**src/rtl/dfc_pkg.sv**
```systemverilog
package dfc_pkg;
    localparam int ID_W       = 7;
    localparam int AW         = 64;
    localparam int LW         = 32;
    localparam int DW         = 32;
    localparam int SIZE_W     = 32;
    localparam int RA_W       = 3;
    localparam int DESC_BYTES = 32;
    localparam int DESC_BITS  = DESC_BYTES * 8;
    localparam int DESC_SH    = $clog2(DESC_BYTES);
    localparam int FLAG_SH    = $clog2(DW / 8);
    localparam int HDR_BYTES  = (2 ** ID_W) * (DW / 8);

    // bit positions of fields inside one fetched descriptor
    localparam int SRC_LSB  = 0;
    localparam int DST_LSB  = SRC_LSB + AW;
    localparam int SIZE_LSB = DST_LSB + AW;
    localparam int ID_LSB   = SIZE_LSB + SIZE_W;

    // register word indices
    localparam logic [RA_W-1:0] RA_TBL_LO = RA_W'(0);
    localparam logic [RA_W-1:0] RA_TBL_HI = RA_W'(1);
    localparam logic [RA_W-1:0] RA_QBASE  = RA_W'(2);
    localparam logic [RA_W-1:0] RA_LAST   = RA_W'(3);
    localparam logic [RA_W-1:0] RA_STAT   = RA_W'(4);

    typedef enum logic [2:0] {
        S_IDLE,
        S_FETCH,
        S_WAIT,
        S_DRAIN,
        S_FLAG
    } state_t;

    typedef struct packed {
        logic [AW-1:0]     src;
        logic [AW-1:0]     dst;
        logic [SIZE_W-1:0] size;
        logic [ID_W-1:0]   id;
    } desc_t;

    function automatic logic [AW-1:0] slot_addr(input logic [AW-1:0] base,
                                                input logic [ID_W-1:0] id);
        return base + AW'(HDR_BYTES) + (AW'(id) << DESC_SH);
    endfunction

    function automatic logic [AW-1:0] flag_addr(input logic [AW-1:0] base,
                                                input logic [ID_W-1:0] id);
        return base + (AW'(id) << FLAG_SH);
    endfunction
endpackage

```
**src/rtl/dfc_unpack.sv**
```systemverilog
module dfc_unpack
    import dfc_pkg::*;
(
    input  logic [DESC_BITS-1:0] raw,
    output desc_t                desc
);
    logic unused_pad;

    assign desc.src   = raw[SRC_LSB  +: AW];
    assign desc.dst   = raw[DST_LSB  +: AW];
    assign desc.size  = raw[SIZE_LSB +: SIZE_W];
    assign desc.id    = raw[ID_LSB   +: ID_W];
    assign unused_pad = ^raw[DESC_BITS-1:ID_LSB+ID_W];
endmodule

```
**src/rtl/dfc_regs.sv**
```systemverilog
module dfc_regs
    import dfc_pkg::*;
(
    input  logic            clk,
    input  logic            rst,
    input  logic            reg_we,
    input  logic [RA_W-1:0] reg_addr,
    input  logic [DW-1:0]   reg_wdata,
    input  logic            busy,
    output logic [DW-1:0]   reg_rdata,
    output logic [AW-1:0]   tbl_base,
    output logic [LW-1:0]   q_base,
    output logic [ID_W-1:0] last_id,
    output logic            start
);
    logic [DW-1:0]   tbl_lo_q, tbl_hi_q;
    logic [LW-1:0]   q_base_q;
    logic [ID_W-1:0] last_q;

    assign start = reg_we && (reg_addr == RA_LAST) && !busy;

    always_ff @(posedge clk) begin
        if (rst) begin
            tbl_lo_q <= '0;
            tbl_hi_q <= '0;
            q_base_q <= '0;
            last_q   <= '0;
        end else begin
            if (reg_we && reg_addr == RA_TBL_LO) tbl_lo_q <= reg_wdata;
            if (reg_we && reg_addr == RA_TBL_HI) tbl_hi_q <= reg_wdata;
            if (reg_we && reg_addr == RA_QBASE)  q_base_q <= LW'(reg_wdata);
            if (start)                           last_q   <= reg_wdata[ID_W-1:0];
        end
    end

    always_comb begin
        case (reg_addr)
            RA_TBL_LO: reg_rdata = tbl_lo_q;
            RA_TBL_HI: reg_rdata = tbl_hi_q;
            RA_QBASE:  reg_rdata = DW'(q_base_q);
            RA_LAST:   reg_rdata = DW'(last_q);
            RA_STAT:   reg_rdata = DW'(busy);
            default:   reg_rdata = '0;
        endcase
    end

    assign tbl_base = {tbl_hi_q, tbl_lo_q};
    assign q_base   = q_base_q;
    assign last_id  = last_q;

    // a start is followed by the busy state
    p_start_busy_r2: assert property (@(posedge clk) disable iff (rst)
        start |=> busy);

    // a final-ID write during a run leaves the register alone
    p_ignore_busy_r8: assert property (@(posedge clk) disable iff (rst)
        (reg_we && reg_addr == RA_LAST && busy) |=> $stable(last_q));
endmodule

```
**src/rtl/dfc_seq.sv**
```systemverilog
module dfc_seq
    import dfc_pkg::*;
(
    input  logic            clk,
    input  logic            rst,
    input  logic            start,
    input  logic [ID_W-1:0] last_id,
    input  logic [AW-1:0]   tbl_base,
    input  logic [LW-1:0]   q_base,
    input  logic            cmd_full,
    input  logic            rd_rvalid,
    input  logic            mv_done,
    input  logic [ID_W-1:0] mv_done_id,
    input  logic            wr_ack,
    output logic            busy,
    output logic            rd_req,
    output logic [AW-1:0]   rd_addr,
    output logic            cmd_valid,
    output logic [LW-1:0]   cmd_addr,
    output logic            wr_req,
    output logic [AW-1:0]   wr_addr,
    output logic [DW-1:0]   wr_data
);
    state_t          state_q, state_d;
    logic [ID_W-1:0] idx_q;
    logic            seen_q;
    logic            last_hit;

    assign last_hit = mv_done && (mv_done_id == last_id);

    always_comb begin
        state_d = state_q;
        case (state_q)
            S_IDLE:  if (start) state_d = S_FETCH;
            S_FETCH: if (!cmd_full) state_d = S_WAIT;
            S_WAIT:  if (rd_rvalid) state_d = (idx_q == last_id) ? S_DRAIN : S_FETCH;
            S_DRAIN: if (seen_q || last_hit) state_d = S_FLAG;
            S_FLAG:  if (wr_ack) state_d = S_IDLE;
            default: state_d = S_IDLE;
        endcase
    end

    always_ff @(posedge clk) begin
        if (rst) begin
            state_q <= S_IDLE;
            idx_q   <= '0;
            seen_q  <= 1'b0;
        end else begin
            state_q <= state_d;
            if (start) begin
                idx_q  <= '0;
                seen_q <= 1'b0;
            end else begin
                if (state_q == S_WAIT && rd_rvalid && idx_q != last_id)
                    idx_q <= idx_q + 1'b1;
                if (state_q != S_IDLE && last_hit)
                    seen_q <= 1'b1;
            end
        end
    end

    assign busy      = (state_q != S_IDLE);
    assign rd_req    = (state_q == S_FETCH) && !cmd_full;
    assign rd_addr   = slot_addr(tbl_base, idx_q);
    assign cmd_valid = (state_q == S_WAIT) && rd_rvalid;
    assign cmd_addr  = q_base + (LW'(idx_q) << DESC_SH);
    assign wr_req    = (state_q == S_FLAG);
    assign wr_addr   = flag_addr(tbl_base, last_id);
    assign wr_data   = DW'(1);

    // a full queue keeps the fetcher parked
    p_park_full_r4: assert property (@(posedge clk) disable iff (rst)
        (state_q == S_FETCH && cmd_full) |=> state_q == S_FETCH);

    // an accepted request is never followed directly by another
    p_one_out_r5: assert property (@(posedge clk) disable iff (rst)
        rd_req |=> !rd_req);

    // the flag write is held steady until acknowledged
    p_flag_hold_r7: assert property (@(posedge clk) disable iff (rst)
        (wr_req && !wr_ack) |=> (wr_req && $stable(wr_addr)));

    // the flag write only starts once the final ID has completed
    p_flag_after_done_r10: assert property (@(posedge clk) disable iff (rst)
        $rose(wr_req) |-> seen_q);
endmodule

```
**src/rtl/desc_fetch_ctrl.sv**
```systemverilog
module desc_fetch_ctrl
    import dfc_pkg::*;
(
    input  logic                 clk,
    input  logic                 rst,
    input  logic                 reg_we,
    input  logic [RA_W-1:0]      reg_addr,
    input  logic [DW-1:0]        reg_wdata,
    output logic [DW-1:0]        reg_rdata,
    output logic                 rd_req,
    output logic [AW-1:0]        rd_addr,
    input  logic                 rd_rvalid,
    input  logic [DESC_BITS-1:0] rd_rdata,
    output logic                 cmd_valid,
    output logic [LW-1:0]        cmd_addr,
    output logic [AW-1:0]        cmd_src,
    output logic [AW-1:0]        cmd_dst,
    output logic [SIZE_W-1:0]    cmd_size,
    output logic [ID_W-1:0]      cmd_id,
    input  logic                 cmd_full,
    input  logic                 mv_done,
    input  logic [ID_W-1:0]      mv_done_id,
    output logic                 wr_req,
    output logic [AW-1:0]        wr_addr,
    output logic [DW-1:0]        wr_data,
    input  logic                 wr_ack
);
    logic            busy, start;
    logic [AW-1:0]   tbl_base;
    logic [LW-1:0]   q_base;
    logic [ID_W-1:0] last_id;
    desc_t           rsp;

    dfc_regs u_regs (
        .clk       (clk),
        .rst       (rst),
        .reg_we    (reg_we),
        .reg_addr  (reg_addr),
        .reg_wdata (reg_wdata),
        .busy      (busy),
        .reg_rdata (reg_rdata),
        .tbl_base  (tbl_base),
        .q_base    (q_base),
        .last_id   (last_id),
        .start     (start)
    );

    dfc_unpack u_unpack (
        .raw  (rd_rdata),
        .desc (rsp)
    );

    dfc_seq u_seq (
        .clk        (clk),
        .rst        (rst),
        .start      (start),
        .last_id    (last_id),
        .tbl_base   (tbl_base),
        .q_base     (q_base),
        .cmd_full   (cmd_full),
        .rd_rvalid  (rd_rvalid),
        .mv_done    (mv_done),
        .mv_done_id (mv_done_id),
        .wr_ack     (wr_ack),
        .busy       (busy),
        .rd_req     (rd_req),
        .rd_addr    (rd_addr),
        .cmd_valid  (cmd_valid),
        .cmd_addr   (cmd_addr),
        .wr_req     (wr_req),
        .wr_addr    (wr_addr),
        .wr_data    (wr_data)
    );

    assign cmd_src  = rsp.src;
    assign cmd_dst  = rsp.dst;
    assign cmd_size = rsp.size;
    assign cmd_id   = rsp.id;
endmodule

```
**config.mk**
```make
export PLATFORM = sky130hd
export DESIGN_NAME = desc_fetch_ctrl
export DESIGN_NICKNAME = d
export VERILOG_FILES = /design/src/rtl/dfc_pkg.sv /design/src/rtl/dfc_unpack.sv /design/src/rtl/dfc_regs.sv /design/src/rtl/dfc_seq.sv /design/src/rtl/desc_fetch_ctrl.sv
export SDC_FILE = /design/constraint.sdc
export NUM_CORES = 1
export LEC_CHECK = 0
export BUFFER_PORTS_ARGS = -buffer_cell sky130_fd_sc_hd__buf_4
export CAP_MARGIN = 20
export CORE_AREA = 3 3 267 269
export DETAILED_ROUTE_END_ITERATION = 16
export DIE_AREA = 0 0 270 272
export SYNTH_ARGS = -nofsm -noshare
export SYNTH_HDL_FRONTEND = slang
export SYNTH_HIERARCHICAL = 1
export SYNTH_SLANG_ARGS = --single-unit
```
**constraint.sdc**
```tcl
create_clock -name clk -period 2.79 [get_ports clk]
set_clock_uncertainty 0.1 [all_clocks]
set_input_delay 0.279 -clock clk [delete_from_list [all_inputs] [get_ports clk]]
set_output_delay 0.279 -clock clk [all_outputs]
set_load 0.05 [all_outputs]
```
=== Word-level counts from Yosys, hierarchy flattened ===
Cells that the tools add are included.
W data, S select, Z words.

* Shift operators: 0
* Reduce and logical (&&, ||, !) cells: 18
* Equality and inequality tests: 16
* Multipliers: 0
* Multiplexer cells: 8
* Bitwise operators: 0
* $lt $le $gt $ge: 0
* $add $sub $neg: 5
* Div/mod/pow operators: 0

{| class="wikitable"
|+ Operators by type and width
! cell !! count
|-
| $pmux W32 S5 || 1
|-
| $add A64 B10 Y64 const B || 1
|-
| $add A64 B12 Y64 || 1
|-
| $add A64 B9 Y64 || 1
|-
| $add A32 B12 Y32 || 1
|-
| $mux W3 || 5
|-
| $pmux W3 S5 || 1
|-
| $eq A7 B7 Y1 || 2
|-
| $eq A3 B2 Y1 const B || 4
|-
| $logic_and A1 B1 Y1 || 10
|-
| $add A7 B1 Y7 const B || 1
|-
| $ne A7 B7 Y1 || 1
|-
| $eq A3 B1 Y1 const B || 2
|-
| $eq A3 B3 Y1 const B || 2
|-
| $logic_not A3 Y1 || 2
|-
| $ne A2 B2 Y1 const B || 3
|-
| $reduce_and A5 Y1 || 1
|-
| $ne A2 B1 Y1 const B || 2
|-
| $reduce_bool A3 Y1 || 1
|-
| $logic_not A1 Y1 || 2
|-
| $mux W2 || 1
|-
| $reduce_or A2 Y1 || 1
|-
| $logic_or A1 B1 Y1 || 1
|}

* Memory bits (read-only): 0
* Memories: 0
* Output and inout port bits: 394
* Word-level logic and storage cells: 54
* Memory bits (writable): 0
* Flip-flop bits (word level): 114
* Input bits: 305
* Latch bits: 0

=== Depth between registers and ports, before layout ===
* Depth after elaboration: 5
* Depth in mapped cells: 10
* Depth with buffers taken out: 9

=== Cells and area by module ===
Netlist, hierarchy kept.

{| class="wikitable"
|+ Modules (own cells, without submodules)
! module !! area an instance (µm²) !! times used !! cells each !! seq. area each (µm²)
|-
| dfc_regs || 4799.6 || 1 || 566 || 2062.0
|-
| dfc_seq || 4683.2 || 1 || 645 || 220.2
|-
| dfc_unpack || 1253.7 || 1 || 167 || 0.0
|}

=== Least setup slack after synthesis ===
Ideal clock, no wire load.

* Path type: register -> output
* Start point: register u_seq.idx_q[1]
* End point: output rd_addr[52]
* Data required time: 2.411 ns
* Setup slack: -0.599 ns
* Cell stages (with the launch flop): 11
* Data arrival time: 3.010 ns
* Buffers on the path: 1
* Cells stage by stage: dfxtp_1 -> ha_1 -> ha_1 -> inv_1 -> fa_1 -> nand2b_1 -> a21oi_1 -> o221ai_2 -> buf_2 -> nor3_1 -> xor2_1

* Word-level cells in the longest chain between the ends: 1

{| class="wikitable"
|+ Ends and longest elaborated chain
! element !! RTL line !! source
|-
| start: declaration || dfc_seq.sv:25 || <nowiki>logic [ID_W-1:0] idx_q;</nowiki>
|-
| start signal: assignment || dfc_seq.sv:55 || <nowiki>idx_q <= idx_q + 1'b1;</nowiki>
|-
| $add A64 B12 Y64 || dfc_pkg.sv:44 || <nowiki>return base + AW'(HDR_BYTES) + (AW'(id) << DESC_SH);</nowiki>
|-
| end: declaration || desc_fetch_ctrl.sv:11 || <nowiki>output logic [AW-1:0] rd_addr,</nowiki>
|}

Every way passes these cells.

=== Worst setup path in the final report ===
* Start point: register u_seq.idx_q[1]
* End point: output rd_addr[24]

Same word-level chain as after synthesis.

==> results.sh <==
export IMPL_outcome="complete, but fails checks"
export IMPL_failed_checks="negative setup slack"
export IMPL_tritoncts="built"
export IMPL_r2r_worst_path_cells=9
export IMPL_antenna_found_initial=3
export IMPL_io_buffers=243
export IMPL_worstPathArrival_ns=2.93
export IMPL_grt_pass1_wl_mm=79.71
export IMPL_post_synth_inst_count=1378
export IMPL_timing_hold_worst_path_depth=3
export IMPL_crit_path_max_fanout=5
export IMPL_start_util_pct=15.60
export IMPL_globalplace_congestion=0.8684
export IMPL_cts_hold_repair_buffers=0
export IMPL_multi_input_area_sq_um=9620
export IMPL_cts_buffer_depth=2
export IMPL_endpoints_failing_setup=126
export IMPL_areaGrowthSynthToFinish_pct=73.55
export IMPL_synthesis_yosys_warnings=6
export IMPL_layout_common_cells="sky130_fd_sc_hd__buf_4, sky130_fd_sc_hd__nand2_1, sky130_fd_sc_hd__buf_6, sky130_fd_sc_hd__dfxtp_1, sky130_fd_sc_hd__a21oi_1"
export IMPL_htree_levels=4
export IMPL_max_cap_viol_count=0
export IMPL_grt_overflow_total=0
export IMPL_die_extent_in_x_um=270
export IMPL_synth_top_cell_area_share_pct=21.26
export IMPL_timing_final_crit_period_ns=3.311
export IMPL_criticalPathCategory="flip-flop to primary output"
export IMPL_sum_of_net_half_perimeters_after_detailed_placement_mm=45.73
export IMPL_grt_start_max_net_pins=81
export IMPL_startpoint_type_of_the_worst_setup_path="flip-flop"
export IMPL_n_fill_cell=7214
export IMPL_vias_per_cell=4.161
export IMPL_yosys_register_bits=114
export IMPL_sequential_cell_area_in_the_final_layout_sq_um=2331
export IMPL_reg2reg_to="u_seq/state_q[0]"
export IMPL_ys_async_sr_fraction_pct=0
export IMPL_worst_ep_required_time_ns=2.41
export IMPL_worst_ir_drop_vdd_v=0.0002621
export IMPL_final_period_util_pct=118.7
export IMPL_ratio_of_cells_with_drive_above_1_in_the_final_layout_pct=56.88
export IMPL_totalNegativeSetupSlack_ns=-33.07
export IMPL_yosysSeqAreaShare_pct=21.26
export IMPL_groute_usage_overall_pct=14.90
export IMPL_max_slew_worst_pin_slew_ns=0.5449
export IMPL_fin_hold_ws_ns=0.03186
export IMPL_setup_slack_of_the_worst_register_to_register_path_ns=0.45
export IMPL_rsz0062_at_grt="yes"
export IMPL_final_slew_violations=0
export IMPL_leading_cell_type_in_the_layout_fill_and_taps_excluded="sky130_fd_sc_hd__buf_4"
export IMPL_io_pins=699
export IMPL_min_path_type="primary input to flip-flop"
export IMPL_synth_distinct_cells=69
export IMPL_rr_startpoint="u_seq/state_q[1]"
export IMPL_drt_pre_antenna_iters=5
export IMPL_fmaxAchievable_mhz=302.0
export IMPL_cts_sink_count=114
export IMPL_die_area_sq_um=73440
export IMPL_finish_instance_area_sq_um=18630
export IMPL_number_of_rows_created_at_floorplan=96
export IMPL_cts_inserted_buffers=17
export IMPL_vias=10740
export IMPL_pwr_density_cell_nw_per_um2=281.3
export IMPL_avgSynthCellArea_sq_um=7.791
export IMPL_yosys_top_cells_area="sky130_fd_sc_hd__dfxtp_1, sky130_fd_sc_hd__buf_4, sky130_fd_sc_hd__xor2_1"
export IMPL_cts_clk_slew_worst_paths_ns=0.06
export IMPL_setup_worst_path_end_class="primary output"
export IMPL_design_final_nets=1974
export IMPL_floorplan_core_area_sq_um=68830
export IMPL_cts_root_buffer="sky130_fd_sc_hd__clkbuf_16"
export IMPL_total_leakage_power_nw=8.190
export IMPL_clock_latency_ns=0.42
export IMPL_hold_viol_final=0
export IMPL_finalWorstSetupSlack_ns=-0.5213
export IMPL_netlist_area_sq_um=10740
export IMPL_flip_flop_cell_with_the_highest_count_after_synthesis="sky130_fd_sc_hd__dfxtp_1"
export IMPL_post_route_drc_count=0
export IMPL_synth_largest_area_cell="sky130_fd_sc_hd__dfxtp_1"
export IMPL_dpl_worst_slack_ns=-0.2669
export IMPL_vias_in_the_first_global_route=10870
export IMPL_die_y_um=272
export IMPL_route_antenna_remaining_nets=0
export IMPL_drt_initial_drc_count=644
export IMPL_hold_path_end="u_regs/q_base[26]"
export IMPL_hold_path_startpoint="reg_wdata[26]"
export IMPL_totalWireLength_mm=56.49
export IMPL_placement_cell_area_sq_um=14840
export IMPL_synth_edff_count=0
export IMPL_avg_wl_per_cell_um=21.89
export IMPL_normalized_max_slew_margin_pct=63.39
-- where the power goes --
part / total (mW) / leakage (nW) / switching, mW / internal (mW)
registers: 1.73 / 0.937 / 0.0610 / 1.66
clock network: 2.41 / 0.315 / 0.766 / 1.64
logic: 1.11 / 6.94 / 0.727 / 0.379
-- cell families after synthesis --
family,synth area share [%]
fa+ha+maj,3.939
buf+inv,19.18
compound gates,12.25
flops,21.26
other cells,0.06995
simple gates,25.96
mux,4.615
xor+xnor,12.73
-- worst max-delay path, stage by stage, from the launching register on --
cell	delay [ns]
sky130_fd_sc_hd__dfxtp_2	0.33
sky130_fd_sc_hd__ha_4	0.27
sky130_fd_sc_hd__ha_4	0.13
sky130_fd_sc_hd__inv_2	0.04
sky130_fd_sc_hd__fa_2	0.33
sky130_fd_sc_hd__nand2b_4	0.16
sky130_fd_sc_hd__a21oi_4	0.16
sky130_fd_sc_hd__o221ai_4	0.16
sky130_fd_sc_hd__buf_6	0.17
sky130_fd_sc_hd__buf_12	0.14
sky130_fd_sc_hd__nor3_4	0.25
sky130_fd_sc_hd__xor2_4	0.18
sky130_fd_sc_hd__buf_6	0.17
-- flip-flops by register name, indices dropped and copies added (netlist names) --
signal,flops
u_regs/q_base,32
u_regs/tbl_hi_q,32
u_regs/tbl_lo_q,32
u_regs/last_id,7
u_seq/idx_q,7
u_seq/state_q,3
u_seq/seen_q,1
-- final cells by class --
| cell class | instances | share of cell area (%) |
|---|---|---|
| Antenna cell | 1 | 0.01343 |
| Clock buffer | 21 | 2.525 |
| Clock inverter | 10 | 0.9670 |
| Inverter | 21 | 0.4365 |
| Multi-Input combinational cell | 992 | 51.63 |
| Sequential cell | 114 | 12.51 |
| Tap cell | 931 | 6.252 |
| Timing Repair Buffer | 491 | 25.66 |
-- synth_stat cells, types with 25 or more instances --
master and count:
sky130_fd_sc_hd__a21oi_1 72, sky130_fd_sc_hd__xnor2_1 61, sky130_fd_sc_hd__nand3_1 29, sky130_fd_sc_hd__buf_4 222
sky130_fd_sc_hd__nor2_1 93, sky130_fd_sc_hd__nand2_1 220, sky130_fd_sc_hd__xor2_1 95, sky130_fd_sc_hd__dfxtp_1 114
sky130_fd_sc_hd__a2bb2oi_1 25, sky130_fd_sc_hd__a21oi_2 41, sky130_fd_sc_hd__nor3_1 49, sky130_fd_sc_hd__clkbuf_1 28
sky130_fd_sc_hd__ha_1 29, sky130_fd_sc_hd__mux2i_1 36
-- repair_timing --
| action | CTS | global route |
|---|---|---|
| buffers inserted | 52 | 30 |
| cloned | 5 | 1 |
| setup endpoints to repair | 131 | 131 |
| pin swaps | 144 | 86 |
| resized for setup | 452 | 82 |
-- metrics by stage --
step	utilization (%)	std cells	power (mW)
finish	27.07	2581	5.242
global route	27.07	2581	5.412
CTS	26.32	2562	5.265
detailed placement	21.56	2481	2.801
global placement	21.56	2481	2.799
floorplan	-	1408	3.100
-- routing by layer --
layer	GRT usage, %	wire (um)
met4	5.153	1729
met2	23.42	25420
met1	19.34	24810
met5	0	13
met3	4.501	4516
-- how the worst max path moves through the flow --
stage                       startpoint          end  cells after the start
floorplan               u_seq/idx_q[1]  rd_addr[34]                     10
global placement    u_regs/tbl_lo_q[6]  rd_addr[48]                     12
detailed placement      u_seq/idx_q[1]  rd_addr[60]                     12
CTS                     u_seq/idx_q[1]  rd_addr[24]                     12
global route            u_seq/idx_q[1]  rd_addr[24]                     12
finish                  u_seq/idx_q[1]  rd_addr[24]                     12
No activity file was read; power rests on OpenSTA's default activity.
